--- config.mk ---
export PLATFORM = sky130hd
export DESIGN_NAME = acc_ucode_cpu
export DESIGN_NICKNAME = d
export VERILOG_FILES = /design/src/rtl/acc_ucode_cpu.sv
export SDC_FILE = /design/constraint.sdc
export NUM_CORES = 1
export LEC_CHECK = 0
export ABC_AREA = 1
export ABC_CLOCK_PERIOD_IN_PS = 3650
export BUFFER_PORTS_ARGS = -buffer_cell sky130_fd_sc_hd__buf_2
export CAP_MARGIN = 10
export CELL_PAD_IN_SITES_DETAIL_PLACEMENT = 1
export CELL_PAD_IN_SITES_GLOBAL_PLACEMENT = 2
export CORE_UTILIZATION = 34
export DETAILED_ROUTE_END_ITERATION = 10
export GPL_TIMING_DRIVEN = 0
export MAX_ROUTING_LAYER = met4
export PLACE_DENSITY = 0.85
export SETUP_SLACK_MARGIN = 0.3
export SLEW_MARGIN = 30
export SYNTH_ARGS = -nofsm -noshare
export SYNTH_HDL_FRONTEND = slang
export SYNTH_SLANG_ARGS = --single-unit
--- constraint.sdc ---
create_clock -name clk -period 3.65 [get_ports clk]
set_input_delay 0.365 -clock clk [delete_from_list [all_inputs] [get_ports clk]]
set_output_delay 0.365 -clock clk [all_outputs]
set_load 0.01 [all_outputs]
--- src/rtl/acc_ucode_cpu.sv ---
module acc_ucode_cpu #(
  parameter int DATA_W = 12,
  parameter int ADDR_W = 8,
  parameter int CYC_W  = 16
) (
  input  logic              clk,
  input  logic              rst_n,
  output logic [ADDR_W-1:0] mem_addr,
  output logic              mem_rd,
  output logic              mem_wr,
  output logic [DATA_W-1:0] mem_wdata,
  input  logic [DATA_W-1:0] mem_rdata,
  output logic [ADDR_W-1:0] pc_o,
  output logic [DATA_W-1:0] acc_o,
  output logic              halted,
  output logic [CYC_W-1:0]  cycle_count
);
  localparam int OP_W = DATA_W - ADDR_W;
  localparam logic [OP_W-1:0] OP_LOAD  = OP_W'(4'h0);
  localparam logic [OP_W-1:0] OP_ADD   = OP_W'(4'h4);
  localparam logic [OP_W-1:0] OP_STORE = OP_W'(4'h8);
  localparam logic [OP_W-1:0] OP_BRZ   = OP_W'(4'hC);
  localparam logic [DATA_W-1:0] HALT_WORD = '1;

  typedef enum logic [3:0] {
    S_FA, S_FB, S_FC, S_DEC, S_MA, S_RD, S_LD, S_TMP, S_SUM, S_SD, S_WR, S_BR, S_HALT
  } step_t;

  step_t step, nxt;
  logic [ADDR_W-1:0] pc, mar;
  logic [DATA_W-1:0] ir, mdr, acc, tmp;
  logic [CYC_W-1:0]  cyc;

  wire [OP_W-1:0]   op    = ir[DATA_W-1:ADDR_W];
  wire [ADDR_W-1:0] field = ir[ADDR_W-1:0];

  always_comb begin
    nxt = S_FA;
    case (step)
      S_FA:  nxt = S_FB;
      S_FB:  nxt = S_FC;
      S_FC:  nxt = S_DEC;
      S_DEC: begin
        if (ir == HALT_WORD) nxt = S_HALT;
        else if (op == OP_LOAD || op == OP_ADD || op == OP_STORE) nxt = S_MA;
        else if (op == OP_BRZ) nxt = S_BR;
        else nxt = S_FA;
      end
      S_MA:   nxt = (op == OP_STORE) ? S_SD : S_RD;
      S_RD:   nxt = (op == OP_ADD) ? S_TMP : S_LD;
      S_TMP:  nxt = S_SUM;
      S_SD:   nxt = S_WR;
      S_HALT: nxt = S_HALT;
      default: nxt = S_FA;
    endcase
  end

  always_ff @(posedge clk) begin
    if (!rst_n) begin
      step <= S_FA;
      pc   <= '0;
      mar  <= '0;
      ir   <= '0;
      mdr  <= '0;
      acc  <= '0;
      tmp  <= '0;
      cyc  <= '0;
    end else begin
      step <= nxt;
      if (step != S_HALT) cyc <= cyc + CYC_W'(1);
      case (step)
        S_FA:  mar <= pc;
        S_FB:  begin pc <= pc + ADDR_W'(1); mdr <= mem_rdata; end
        S_FC:  ir  <= mdr;
        S_MA:  mar <= field;
        S_RD:  mdr <= mem_rdata;
        S_LD:  acc <= mdr;
        S_TMP: tmp <= mdr;
        S_SUM: acc <= acc + tmp;
        S_SD:  mdr <= acc;
        S_BR:  if (acc == '0) pc <= field;
        default: ;
      endcase
    end
  end

  assign mem_addr    = mar;
  assign mem_rd      = (step == S_FB) || (step == S_RD);
  assign mem_wr      = (step == S_WR);
  assign mem_wdata   = mdr;
  assign pc_o        = pc;
  assign acc_o       = acc;
  assign halted      = (step == S_HALT);
  assign cycle_count = cyc;

  AST_RD_WR_EXCL: assert property (@(posedge clk) disable iff (!rst_n) !(mem_rd && mem_wr));
  AST_PC_INCR: assert property (@(posedge clk) disable iff (!rst_n)
    (step == S_FB) |=> pc == ADDR_W'($past(pc) + ADDR_W'(1)));
  AST_STORE_DATA: assert property (@(posedge clk) disable iff (!rst_n) mem_wr |-> mem_wdata == acc);
  AST_BR_HOLD: assert property (@(posedge clk) disable iff (!rst_n)
    (step == S_BR && acc != '0) |=> pc == $past(pc));
  AST_HALT_STICKY: assert property (@(posedge clk) disable iff (!rst_n) halted |=> halted);
  AST_HALT_FROZEN: assert property (@(posedge clk) disable iff (!rst_n)
    halted |=> ($stable(pc) && $stable(acc) && !mem_rd && !mem_wr));
  AST_CYC_ADVANCE: assert property (@(posedge clk) disable iff (!rst_n)
    !halted |=> cycle_count == CYC_W'($past(cycle_count) + CYC_W'(1)));
  AST_CYC_HOLD: assert property (@(posedge clk) disable iff (!rst_n)
    halted |=> $stable(cycle_count));
endmodule

==> reports/metrics.csv <==
metric,value,unit
Post-Syn Instances,629,
pin count of the biggest net entering global routing,15,
DRT iter0 DRCs,150,
"Largest stage delay, worst path",0.37,ns
Die X-Extent,117,microns
Worst EP required,3.28,ns
DP Worst Slack,1.76,ns
Hold Buf Count CTS,0,
global-route wire length before repair,24700,microns
Setup CP Type,reg -> out,
Root Driver,clkbuf_16,
CTS tree,built,
status,finished clean,
PwrDens,419,nW/um^2
syn_nets,657,
WL/cell,16.8,microns
Vias,4470,
Max Fclk,471,MHz
dpl hpwl,11700,microns
largest area contributor in the netlist,dfxtp_1,
CP max-delay cell,dfxtp_1,
clock skew,0.0104,ns
initial antenna violation count,0,
CTS sink cnt,84,
"delay-heaviest family, CP",buffers and inverters,
P_leak,2.47,nW
GPL Wtd Cong,0.826,
Yosys reg bits,84,
routed vias/inst,5.03,
total CTS buffers,9,
cts repair resizes,0,
n_diodes,0,
WL final,14900,microns
Finished Cell Area,5390,sq um
Post-synth EDFFs,0,
"Max FO, Critical Path",10,
Clock Tree Buf Depth,2,
Area growth syn-to-layout,19.2,%
"Clk pin slew, worst setup/hold paths",0.07,ns
Setup crit end kind,output pin,
GRT Resource Usage Total,0.233,
RSZ-0062 raised after global routing,no,
"Top FF cell, synth",dfxtp_1,
Final #Nets,740,
max cap viols,0,
mapped cell area,4530,sq um
startpoint types,flip-flop,
# setup viols final,0,
I/O Pins,73,
Final Hold Fails,0,
worst min-delay path class,in -> reg,
post-synthesis cell type count,42,
Post-CTS Setup Bufs,0,
slew margin rel.,0.523,
share of the synthesized area in the top cell type,0.372,
Port Buffers,72,
Worst-Margin Slew,0.715,ns
crit path DAT,1.76,ns
fin crit share,0.581,
Clock Latency Late Sink,0.35,ns
Post-synth ARST share,0,
"count leader, synth",nand2_1,
number of iterations in the first detailed-routing pass,4,
sequential area share after synthesis,0.372,
fin. max-slew vios,0,
syn_area_per_cell,7.19,sq um
layout cell share with drive strength beyond 1,0.204,
Congestion Overflow GR,0,
fin crit period,2.12,ns
Yosys warnings,0,
final setup TNS,0,ns
Starting Density,0.354,
Final WS setup,1.53,ns
"top cells by count, synth","nand2_1, nor2_1, dfxtp_1",
die height,117,microns
CORE AREA,12800,sq um
ranking of synthesized cells by area,"dfxtp_1, nand2_1, nor2_1",
Final Core Density,0.422,
cell area after placement,5100,sq um
row count,41,
peak supply drop,0.000190,V
number of H-tree levels,3,
drc violations,0,
die area,13800,sq um
vias in the first global route,4712,
remaining antenna violation count,0,
Worst Path Buf+Inv,4,
crit-path cells,inv_2 -> nor2_1 -> inv_1 -> nor2_4 -> buf_4 -> buf_2,
[kinds of logic after synthesis]
group,Yosys count,share of synthesized area
simple gates,264,0.264
compound gates,154,0.204
buf+inv,101,0.0962
flops,84,0.372
fa+ha+maj,14,0.0404
xor+xnor,12,0.0232
[worst paths after layout]
check          startpoint      endpoint  slack [ns]  cells past startpoint
max               step[0]        mem_rd        1.53                      6
min          mem_rdata[1]  mem_wdata[1]        0.26                      3
max reg2reg      acc_o[0]      acc_o[6]        1.73                      9
min reg2reg   mem_addr[7]   mem_addr[7]        0.49                      2
[cells in the final DEF (no fill, tap or decap), types with 3 or more instances in the layout]
cell type    n
a211oi_1     6
a21oi_1     55
a21oi_2      5
a221oi_1     3
a221oi_2     7
a31oi_1      3
buf_2       76
buf_4        3
buf_6        5
clkbuf_1     8
clkbuf_16    9
clkinv_2     4
dfxtp_1     84
ha_1        13
inv_1       68
inv_2       10
nand2_1    106
nand3_1     28
nand4_1     11
nor2_1      90
nor2_4       8
nor3_1       6
nor4_1       3
o21ai_0     62
o21ai_1      3
o21ai_2      4
xnor2_1      3
xor2_1       9
[layout make-up]
cell class                 count  area, sq um
fill                        1645         7380
multi-input combinational    444         2410
sequential                    84         1680
timing repair buffer          72          360
inverter                      81          307
clock buffer                   9          225
tap                          172          215
buffer                        20          129
clock inverter                 7         67.6
[registers in the layout, summed over array words and instances, names as in the netlist]
register	cells
mem_wdata	12
tmp	12
pc_o	8
mem_addr	8
acc_o	12
step	4
cycle_count	16
ir	12
[layer usage]
metal / part of all wire / GRT usage
met1: 0.46 / 0.274
met2: 0.51 / 0.406
met3: 0.019 / 0.0331
met4: 0.018 / 0.0731
met5: 0 / -
[worst register-to-register path: stages (launching register included)]
cell and delay, ns:
dfxtp_1 0.37, ha_1 0.28, fa_1 0.46, nand2_1 0.09, nand3_1 0.09, nand2_1 0.11, o21ai_0 0.10, xor2_1 0.15
nand2_1 0.09, a21oi_1 0.13
[stage by stage]
stage	power [mW]	std cells	hold WS, ns
finish	2.26	889	0.259
global route	2.36	889	0.262
CTS	2.28	889	0.252
detailed placement	1.36	873	0.478
global placement	1.35	873	0.467
floorplan	1.24	629	0.465
[power breakdown]
group	switching (mW)	leakage, nW	internal (mW)
Sequential	0.0539	0.682	0.967
Combinational	0.205	1.64	0.112
Clock	0.396	0.149	0.528
Total	0.655	2.47	1.61
No activity file was read; power rests on OpenSTA's default activity.
